<file path="src/rtl/sercom_pkg.sv">
package sercom_pkg;
  localparam int BYTE_W = 8;
  localparam int CTRL_W = 8;
  // configuration byte fields
  localparam int CFG_PEN   = 0;
  localparam int CFG_ODD   = 1;
  localparam int CFG_STOP2 = 2;
  localparam int CFG_DIV_L = 3;
  localparam int DIV_W     = CTRL_W - CFG_DIV_L;
  // status byte fields
  localparam int ST_TXE  = 0;
  localparam int ST_RXF  = 1;
  localparam int ST_PAR  = 2;
  localparam int ST_FRM  = 3;
  localparam int ST_OVR  = 4;
  localparam int ST_IDLE = 5;

  typedef struct packed {
    logic stop2;
    logic odd;
    logic pen;
  } frame_cfg_t;

  typedef enum logic [2:0] {
    RX_IDLE,
    RX_START,
    RX_DATA,
    RX_PAR,
    RX_STOP
  } rx_state_e;
endpackage

</file>
<file path="src/rtl/sercom_tick.sv">
module sercom_tick #(
  parameter int DIV_W = 5
) (
  input  logic             clk,
  input  logic             rst_n,
  input  logic [DIV_W-1:0] div,
  output logic             tick
);
  logic [DIV_W-1:0] cnt;

  always_ff @(posedge clk) begin
    if (!rst_n)          cnt <= '0;
    else if (cnt == '0)  cnt <= div;
    else                 cnt <= cnt - 1'b1;
  end

  assign tick = (cnt == '0);
endmodule

</file>
<file path="src/rtl/sercom_tx.sv">
module sercom_tx
  import sercom_pkg::*;
#(
  parameter int OSR = 16
) (
  input  logic              clk,
  input  logic              rst_n,
  input  logic              tick,
  input  frame_cfg_t        cfg,
  input  logic              load,
  input  logic [BYTE_W-1:0] load_data,
  output logic              busy,
  output logic              txd
);
  localparam int FRAME_MAX = BYTE_W + 4;
  localparam int CNT_W     = $clog2(FRAME_MAX + 1);
  localparam int SUB_W     = $clog2(OSR);
  localparam logic [SUB_W-1:0] SUB_LAST = SUB_W'(OSR - 1);

  logic [FRAME_MAX-1:0] frame, shreg;
  logic [CNT_W-1:0]     nbits, left;
  logic [SUB_W-1:0]     sub;
  logic                 par_bit;

  always_comb begin
    par_bit = (^load_data) ^ cfg.odd;
    frame = '1;
    frame[0] = 1'b0;
    frame[BYTE_W:1] = load_data;
    if (cfg.pen) frame[BYTE_W+1] = par_bit;
    nbits = CNT_W'(BYTE_W + 2) + CNT_W'(cfg.pen) + CNT_W'(cfg.stop2);
  end

  always_ff @(posedge clk) begin
    if (!rst_n) begin
      shreg <= '1;
      left  <= '0;
      sub   <= '0;
      busy  <= 1'b0;
    end else if (load && !busy) begin
      shreg <= frame;
      left  <= nbits;
      sub   <= '0;
      busy  <= 1'b1;
    end else if (busy && tick) begin
      if (sub == SUB_LAST) begin
        sub   <= '0;
        shreg <= {1'b1, shreg[FRAME_MAX-1:1]};
        left  <= left - 1'b1;
        if (left == CNT_W'(1)) busy <= 1'b0;
      end else begin
        sub <= sub + 1'b1;
      end
    end
  end

  assign txd = busy ? shreg[0] : 1'b1;

  AST_LOAD_ONLY_IDLE: assert property (@(posedge clk) disable iff (!rst_n)
    load |-> !busy);
endmodule

</file>
<file path="src/rtl/sercom_rx.sv">
module sercom_rx
  import sercom_pkg::*;
#(
  parameter int OSR = 16
) (
  input  logic              clk,
  input  logic              rst_n,
  input  logic              tick,
  input  frame_cfg_t        cfg,
  input  logic              rxd,
  output logic              done,
  output logic [BYTE_W-1:0] data,
  output logic              par_err,
  output logic              frm_err
);
  localparam int SUB_W = $clog2(OSR);
  localparam int BIT_W = $clog2(BYTE_W);
  localparam logic [SUB_W-1:0] SUB_LAST = SUB_W'(OSR - 1);
  localparam logic [SUB_W-1:0] SUB_HALF = SUB_W'(OSR / 2 - 1);

  rx_state_e         state;
  logic [SUB_W-1:0]  sub;
  logic [BIT_W-1:0]  bitn;
  logic [BYTE_W-1:0] shreg;
  logic              perr, ferr, armed;

  always_ff @(posedge clk) begin
    if (!rst_n) begin
      state   <= RX_IDLE;
      sub     <= '0;
      bitn    <= '0;
      shreg   <= '0;
      perr    <= 1'b0;
      ferr    <= 1'b0;
      armed   <= 1'b0;
      done    <= 1'b0;
      data    <= '0;
      par_err <= 1'b0;
      frm_err <= 1'b0;
    end else begin
      done <= 1'b0;
      if (tick) begin
        case (state)
          RX_IDLE: begin
            if (rxd) armed <= 1'b1;
            else if (armed) begin
              state <= RX_START;
              sub   <= '0;
            end
          end
          RX_START: begin
            if (sub == SUB_HALF) begin
              sub   <= '0;
              bitn  <= '0;
              perr  <= 1'b0;
              ferr  <= 1'b0;
              state <= rxd ? RX_IDLE : RX_DATA;
            end else sub <= sub + 1'b1;
          end
          RX_DATA: begin
            if (sub == SUB_LAST) begin
              sub   <= '0;
              shreg <= {rxd, shreg[BYTE_W-1:1]};
              if (bitn == BIT_W'(BYTE_W - 1)) begin
                bitn  <= '0;
                state <= cfg.pen ? RX_PAR : RX_STOP;
              end else bitn <= bitn + 1'b1;
            end else sub <= sub + 1'b1;
          end
          RX_PAR: begin
            if (sub == SUB_LAST) begin
              sub   <= '0;
              perr  <= rxd ^ (^shreg) ^ cfg.odd;
              state <= RX_STOP;
            end else sub <= sub + 1'b1;
          end
          RX_STOP: begin
            if (sub == SUB_LAST) begin
              sub <= '0;
              if (cfg.stop2 && bitn == '0) begin
                bitn <= BIT_W'(1);
                ferr <= ferr | !rxd;
              end else begin
                state   <= RX_IDLE;
                armed   <= 1'b0;
                done    <= 1'b1;
                data    <= shreg;
                par_err <= perr;
                frm_err <= ferr | !rxd;
              end
            end else sub <= sub + 1'b1;
          end
          default: state <= RX_IDLE;
        endcase
      end
    end
  end

  AST_DONE_FROM_STOP: assert property (@(posedge clk) disable iff (!rst_n)
    done |-> $past(state == RX_STOP));
endmodule

</file>
<file path="src/rtl/sercom_uart.sv">
module sercom_uart
  import sercom_pkg::*;
#(
  parameter int OSR = 16
) (
  input  logic              clk,
  input  logic              rst_n,
  input  logic              sel,
  input  logic              reg_sel,
  input  logic              rd_en,
  input  logic              wr_en,
  input  logic [BYTE_W-1:0] wdata,
  output logic [BYTE_W-1:0] rdata,
  output logic              txd,
  input  logic              rxd
);
  logic [CTRL_W-1:0] ctrl;
  logic [BYTE_W-1:0] thr, rbr, rx_byte;
  logic              thr_empty, rx_full, st_par, st_frm, st_ovr;
  logic              tick, tx_busy, tx_load, rx_done, rx_perr, rx_ferr;
  logic [1:0]        rx_sync;
  logic              wr_thr, wr_ctl, rd_rbr, rd_st;
  logic [BYTE_W-1:0] status;
  frame_cfg_t        cfg;

  assign wr_thr = sel && wr_en && !reg_sel;
  assign wr_ctl = sel && wr_en &&  reg_sel;
  assign rd_rbr = sel && rd_en && !reg_sel;
  assign rd_st  = sel && rd_en &&  reg_sel;

  assign cfg.pen   = ctrl[CFG_PEN];
  assign cfg.odd   = ctrl[CFG_ODD];
  assign cfg.stop2 = ctrl[CFG_STOP2];

  always_ff @(posedge clk) begin
    if (!rst_n) rx_sync <= '1;
    else        rx_sync <= {rx_sync[0], rxd};
  end

  sercom_tick #(.DIV_W(DIV_W)) u_tick (
    .clk(clk), .rst_n(rst_n), .div(ctrl[CTRL_W-1:CFG_DIV_L]), .tick(tick)
  );

  assign tx_load = !tx_busy && !thr_empty;

  sercom_tx #(.OSR(OSR)) u_tx (
    .clk(clk), .rst_n(rst_n), .tick(tick), .cfg(cfg),
    .load(tx_load), .load_data(thr), .busy(tx_busy), .txd(txd)
  );

  sercom_rx #(.OSR(OSR)) u_rx (
    .clk(clk), .rst_n(rst_n), .tick(tick), .cfg(cfg), .rxd(rx_sync[1]),
    .done(rx_done), .data(rx_byte), .par_err(rx_perr), .frm_err(rx_ferr)
  );

  always_ff @(posedge clk) begin
    if (!rst_n) begin
      ctrl      <= '0;
      thr       <= '0;
      thr_empty <= 1'b1;
      rbr       <= '0;
      rx_full   <= 1'b0;
      st_par    <= 1'b0;
      st_frm    <= 1'b0;
      st_ovr    <= 1'b0;
    end else begin
      if (wr_ctl) ctrl <= wdata;
      if (tx_load) thr_empty <= 1'b1;
      if (wr_thr) begin
        thr       <= wdata;
        thr_empty <= 1'b0;
      end
      if (rd_rbr) rx_full <= 1'b0;
      if (rd_st) begin
        st_par <= 1'b0;
        st_frm <= 1'b0;
        st_ovr <= 1'b0;
      end
      if (rx_done) begin
        rbr     <= rx_byte;
        rx_full <= 1'b1;
        if (rx_full && !rd_rbr) st_ovr <= 1'b1;
        if (rx_perr) st_par <= 1'b1;
        if (rx_ferr) st_frm <= 1'b1;
      end
    end
  end

  always_comb begin
    status          = '0;
    status[ST_TXE]  = thr_empty;
    status[ST_RXF]  = rx_full;
    status[ST_PAR]  = st_par;
    status[ST_FRM]  = st_frm;
    status[ST_OVR]  = st_ovr;
    status[ST_IDLE] = thr_empty && !tx_busy;
  end

  assign rdata = rd_rbr ? rbr : (rd_st ? status : '0);

  AST_WRITE_FILLS_THR: assert property (@(posedge clk) disable iff (!rst_n)
    (sel && wr_en && !reg_sel) |=> !thr_empty);
  AST_RXF_CLEARED_BY_READ: assert property (@(posedge clk) disable iff (!rst_n)
    $fell(rx_full) |-> $past(sel && rd_en && !reg_sel));
  AST_ERR_STICKY: assert property (@(posedge clk) disable iff (!rst_n)
    ($fell(st_par) || $fell(st_frm) || $fell(st_ovr)) |-> $past(sel && rd_en && reg_sel));
  AST_OVR_NEEDS_FULL: assert property (@(posedge clk) disable iff (!rst_n)
    $rose(st_ovr) |-> $past(rx_full));
  AST_UNSELECTED_CFG_HOLDS: assert property (@(posedge clk) disable iff (!rst_n)
    !sel |=> $stable(ctrl));
endmodule

</file>
<file path="config.mk">
export PLATFORM = sky130hd
export DESIGN_NAME = sercom_uart
export DESIGN_NICKNAME = d
export VERILOG_FILES = /design/src/rtl/sercom_pkg.sv /design/src/rtl/sercom_tick.sv /design/src/rtl/sercom_tx.sv /design/src/rtl/sercom_rx.sv /design/src/rtl/sercom_uart.sv
export SDC_FILE = /design/constraint.sdc
export NUM_CORES = 1
export LEC_CHECK = 0
export ABC_AREA = 1
export BUFFER_PORTS_ARGS = -buffer_cell sky130_fd_sc_hd__buf_2
export CAP_MARGIN = 10
export CORE_MARGIN = 1.5
export CORE_UTILIZATION = 57
export DETAILED_ROUTE_END_ITERATION = 8
export GPL_ROUTABILITY_DRIVEN = 1
export HOLD_SLACK_MARGIN = 0.06
export PLACE_DENSITY = 0.79
export RECOVER_POWER = 50
export SETUP_SLACK_MARGIN = 0.02
export SLEW_MARGIN = 20
export SYNTH_ARGS = -nofsm -noshare
export SYNTH_HDL_FRONTEND = slang
export SYNTH_SLANG_ARGS = --single-unit
</file>
<file path="constraint.sdc">
create_clock -name clk -period 2.4 [get_ports clk]
set_clock_uncertainty 0.1 [all_clocks]
set_input_delay 0 -clock clk [delete_from_list [all_inputs] [get_ports clk]]
set_output_delay 0 -clock clk [all_outputs]
set_load 0.05 [all_outputs]
</file>
=== After elaboration in Yosys (flattened, before gate mapping) ===
Cells that the tools add are included.

* Output and inout bits: 9
* Input port bits: 15
* Logic and storage cells: 164
* Register bits after elaboration: 87

* Bitwise operators: 6
* Mux-type cells: 62
* Reduce and logical (&&, ||, !) cells: 45
* Equal/unequal tests: 19
* Add/subtract/negate cells: 7

{| class="wikitable"
|+ Operator list
! operator !! count
|-
| $mux W3 || 14
|-
| $mux W4 || 8
|-
| $mux W10 || 3
|-
| $mux W1 || 27
|-
| $reduce_and A4 Y1 || 4
|-
| $reduce_bool A2 Y1 || 8
|-
| $reduce_xor A8 Y1 || 2
|-
| $pmux W3 S5 || 1
|-
| $ne A2 B1 Y1 const B || 7
|-
| $logic_and A1 B1 Y1 || 12
|-
| $pmux W4 S3 || 1
|-
| $reduce_and A5 Y1 || 2
|-
| $pmux W3 S3 || 1
|-
| $reduce_and A9 Y1 || 1
|-
| $add A4 B1 Y4 const B || 2
|-
| $eq A4 B4 Y1 const B || 2
|-
| $mux W8 || 1
|-
| $eq A3 B2 Y1 const B || 2
|-
| $eq A3 B3 Y1 const B || 2
|-
| $logic_not A3 Y1 || 2
|-
| $mux W6 || 1
|-
| $ne A2 B2 Y1 const B || 3
|-
| $pmux W1 S2 || 3
|-
| $reduce_and A3 Y1 || 2
|-
| other kinds (20) || 28
|}

=== Longest topological paths before layout ===
* Depth in word-level cells: 6
* Mapped depth: 12
* Mapped depth without buffers: 12

=== Hierarchy ===
A second synthesis with hierarchy kept.

* Cells, all modules: 561
* Area, all modules: 4092.7 µm²

{| class="wikitable"
|+ Modules (own cells, without submodules)
! module !! times used !! seq. area each (µm²) !! cells each !! area each (µm²)
|-
| sercom_rx || 1 || 640.6 || 236 || 1649.1
|-
| sercom_uart || 1 || 620.6 || 147 || 1158.6
|-
| sercom_tx || 1 || 380.4 || 140 || 1027.2
|-
| sercom_tick || 1 || 100.1 || 38 || 257.7
|}

=== Worst setup path before layout ===
Ideal clock, no wire load.

* Path kind: flip-flop to output port
* From: register thr_empty
* To: output port rdata[5]
* Buffers on the path: 0
* Stages on the path, launching flop included: 3
* Arrival: 1628 ps
* Data required time: 2300 ps
* Path slack: 672 ps
* Cells stage by stage: dfxtp_1 > inv_1 > o32ai_1

* Longest elaborated chain between the ends: 3

{| class="wikitable"
|+ RTL lines
! item !! RTL line !! text
|-
| start, declared || sercom_uart.sv:19 || <nowiki>logic thr_empty, rx_full, st_par, st_frm, st_ovr;</nowiki>
|-
| start signal, assigned || sercom_uart.sv:60 || <nowiki>thr_empty <= 1'b1;</nowiki>
|-
| start signal, assigned || sercom_uart.sv:68 || <nowiki>if (tx_load) thr_empty <= 1'b1;</nowiki>
|-
| start signal, assigned || sercom_uart.sv:71 || <nowiki>thr_empty <= 1'b0;</nowiki>
|-
| $logic_and A1 B1 Y1 || sercom_uart.sv:96 || <nowiki>status[ST_IDLE] = thr_empty && !tx_busy;</nowiki>
|-
| $mux W6 || sercom_uart.sv:99 || <nowiki>assign rdata = rd_rbr ? rbr : (rd_st ? status : '0);</nowiki>
|-
| $mux W8 || sercom_uart.sv:99 ||
|-
| end, declared || sercom_uart.sv:13 || <nowiki>output logic [BYTE_W-1:0] rdata,</nowiki>
|}

Every way passes these cells.

=== Worst setup path in the final report ===
* From: register u_tick.cnt[0]
* To: register u_rx.perr

* Longest elaborated chain between the ends: 2

{| class="wikitable"
|+ RTL lines
! item !! RTL line !! text
|-
| start, declared || sercom_tick.sv:9 || <nowiki>logic [DIV_W-1:0] cnt;</nowiki>
|-
| start signal, assigned || sercom_tick.sv:13 || <nowiki>else if (cnt == '0) cnt <= div;</nowiki>
|-
| start signal, assigned || sercom_tick.sv:14 || <nowiki>else cnt <= cnt - 1'b1;</nowiki>
|-
| $logic_not A5 Y1 || sercom_tick.sv:17 || <nowiki>assign tick = (cnt == '0);</nowiki>
|-
| $reduce_and A4 Y1 (no line) || - ||
|-
| end signal, assigned || sercom_rx.sv:73 || <nowiki>perr <= rxd ^ (^shreg) ^ cfg.odd;</nowiki>
|-
| end, declared || sercom_rx.sv:25 || <nowiki>logic perr, ferr, armed;</nowiki>
|}

Every way passes these cells.
A chain may end at the register's enable or synchronous reset.

==> flow_summary.yaml <==
critical_path:
  setup.worst_path.end_class: "flip-flop"
  crit_top_cell: "inv_1"
  path_depth: 9
  crit_buf_inv: 3
  rrSetupSlack_ns: 0.33
  startpoint: "u_tick.cnt[0]"
  cp_cell_sequence: "inv_1 -> ha_1 -> nand3b_2 -> clkbuf_1 -> inv_1 -> o21ai_1 -> nor3_1 -> nand3_1 -> a21oi_1"
  crit_required_ns: 2.50
  slowest_delay_ns: 0.45
  crit_family: "buffers and inverters"
  cp.arrival_ns: 2.17
  crit_type: "reg2reg"
  r2r.worst_path.cells: 9
  r2r-start: "u_tick.cnt[0]"
  crit_end: "u_rx.perr"
  timing.rr.end: "u_rx.perr"
  cpMaxStageDelayCell: "clkbuf_1"
  cp-start-kind: "flip-flop"
  path_max_fanout: 10
synth:
  ys_top_cells_by_area: "dfxtp_1 43%, nand2_1 8.9%, nor2_1 8.0%"
  synthArstFlopShare_pct: 0
  ys_seq_elements: 87
  synth_top_area_cell: "dfxtp_1"
  syn_area_um2: 4060
  ys_seq_area_share_pct: 42.9
  yosysTopAreaCellShare_pct: 42.9
  synthCells: 566
  syn-num-nets: 590
  synth_warnings: 0
  synth_ff_type: "dfxtp_1"
  synth_cell_types: 35
  syn_area_per_cell_um2: 7.18
  synth_edf_count: 0
global_route:
  antenna_found_initial: 0
  grt_max_degree: 51
  grt_pass1_wl_um: 14800
  grt_pass1_vias: 3450
  overflow: 0
  grtUsageTotal_pct: 24.5
die:
  initial_core_util_pct: 59.5
  rows: 30
  die_y_um: 87.4
  ioPinCount: 24
  fp.dieW_um: 87.4
  core_um2: 6830
  die_area_um2: 7640
timing:
  tns_ns: 0
  rsz0062_at_grt: "no"
  tightestPinTransition_ns: 1.06
  min_period_ns: 2.07
  slew_headroom_pct: 29.1
  hold_viol_final: 0
  max_freq_mhz: 483
  post-route-period-util_pct: 86.3
  setup_ws_ns: 0.329
  drv_slew: 0
  setup_viol: 0
detailed_routing:
  drt-initial-drc-count: 220
  firstDrtPassIters: 6
  drc: 0
  ant_nets: 0
  wirelength_um: 8670
  wire_per_inst_um: 12.3
  vias_per_cell: 5.21
  vias: 3668
placed_design:
  hpwl_um: 6200
  port_buffers: 23
  place.gp.congestion: 0.884
  pre_cts_ws_ns: 0.474
clocking:
  cts.clk_slew.worst_paths_ns: 0.09
  cts_setup_buffers: 0
  clk_path_buf_depth: 2
  cts_made_buffers: 9
  cts_max_level: 3
  cts_tree: "yes"
  clock_latency_ns: 0.36
  root_buffer: "clkbuf_8"
  cts_num_sinks: 87
  cts_resized: 0
run_status:
  outcome: "finished, final reports clean"
flow_run:
  cap_violations: 0
cells_and_area:
  areaGrowthSynthToFinish_pct: 12.8
  fin_nets: 627
  diodes: 0
  nFillCells: 592
  drive_gt1_share_pct: 10.2
power_and_ir_drop:
  p_leak_nw: 1.90
  powerDensity_nw_per_um2: 833
  peakVddDrop_mv: 0.667
hold_path:
  hold_class: "in2reg"
[per-stage QoR]
stage          hold WS [ns]  instance area (um2)  cells  util (%)  total power [mW]
5_1_grt               0.130                 4580    704      67.1              4.07
6_report              0.116                 4580    704      67.1              3.82
3_5_place_dp         0.0995                 4250    672      62.1              2.79
4_1_cts              0.0728                 4610    704      67.5              3.87
3_3_place_gp         0.0937                 4250    672      62.1              2.76
2_1_floorplan       0.00658                 4060    566         -              2.57
[cells in the mapped netlist (7+ instances only)]
library cell	number
dfxtp_1	87
inv_1	60
xnor2_1	9
nand3_1	21
xor2_1	7
nor2_1	87
nand2_1	96
clkbuf_1	11
o21ai_0	59
inv_2	7
ha_1	9
o22ai_1	7
a21oi_1	57
[tightest hold or removal path, delay by kind of cell]
| family | cells | cell delay [ns] |
|---|---|---|
| and+or+nand+nor | 2 | 0.24 |
| buffers and inverters | 2 | 0.22 |
| AOI/OAI and AO/OA | 1 | 0.07 |
[worst min path at each step]
stage               startpoint  depth (start not counted)    endpoint  slack, ns
finish                   wr_en                          5     ctrl[4]       0.12
global route             wr_en                          5     ctrl[4]       0.13
CTS                      wr_en                          5      thr[0]       0.07
detailed placement         rxd                          2  rx_sync[0]        0.1
global placement           rxd                          2  rx_sync[0]       0.09
floorplan                  rxd                          1  rx_sync[0]      0.007
[power breakdown]
part           internal (mW)  switching (mW)  total [mW]
combinational          0.376           0.743        1.12
clock                  0.517           0.537        1.05
sequential              1.55          0.0929        1.64
[sequential cells by signal (all words and copies together) (netlist names), 2 cells and up]
name,cells
u_tx.shreg,10
ctrl,8
rbr,8
thr,8
u_rx.data,8
u_rx.shreg,8
u_tick.cnt,5
u_rx.sub,4
u_tx.left,4
u_tx.sub,4
u_rx.bitn,3
u_rx.state,3
rx_sync,2
[kinds of logic (layout without fill, tap and decap cells)]
| family | count (synthesis) | count (layout) | synth area share, % |
|---|---|---|---|
| AND/OR/NAND/NOR | 234 | 234 | 25.1 |
| AO/OA/AOI/OAI | 135 | 135 | 17.5 |
| flip-flops | 87 | 87 | 42.9 |
| buffers and inverters | 85 | 127 | 8.32 |
| XOR/XNOR | 16 | 16 | 3.45 |
| adder cells (fa/ha/maj) | 9 | 9 | 2.77 |
[cells in the final DEF (no fill, tap or decap), types with 2 or more instances in the layout]
cell and instances:
a21oi_1 57, nor3_1 4, inv_6 3, o21ai_0 59, clkbuf_8 10, buf_4 2
nand2_1 97, nand4_1 2, nand2_2 4, a211oi_1 3, xnor2_1 9, or2_2 3
o21ai_1 5, clkinv_2 2, dfxtp_1 87, ha_1 9, nor2_4 4, buf_2 19
clkbuf_1 6, nand3_1 21, inv_1 61, nor2_1 89, inv_2 6, o22ai_1 7
nor2_2 4, dlygate4sd3_1 16, xor2_1 7
[per-layer routing]
metal	vias up	track usage (%)	share of wire [%]
met5	-	0	0
met4	0	7.07	0.81
met3	10	5.97	3.8
met2	84	43.2	50
met1	1682	29.6	46
li1	1892	-	-
[final cells by class]
type / count / area [um2] / share of cell area [%]
inverter: 68 / 255 / 5.57
sequential: 87 / 1740 / 38.0
timing repair buffer: 43 / 293 / 6.39
multi-input combinational: 394 / 1970 / 43.0
clock inverter: 6 / 66.3 / 1.45
tap: 96 / 120 / 2.62
clock buffer: 10 / 138 / 3.00
[timing repair]
item                       in CTS  in global routing
hold buffers                   16                  0
setup endpoints to repair       0                  0
hold endpoints to repair       29                  0
(Power assumes the default switching activity.)
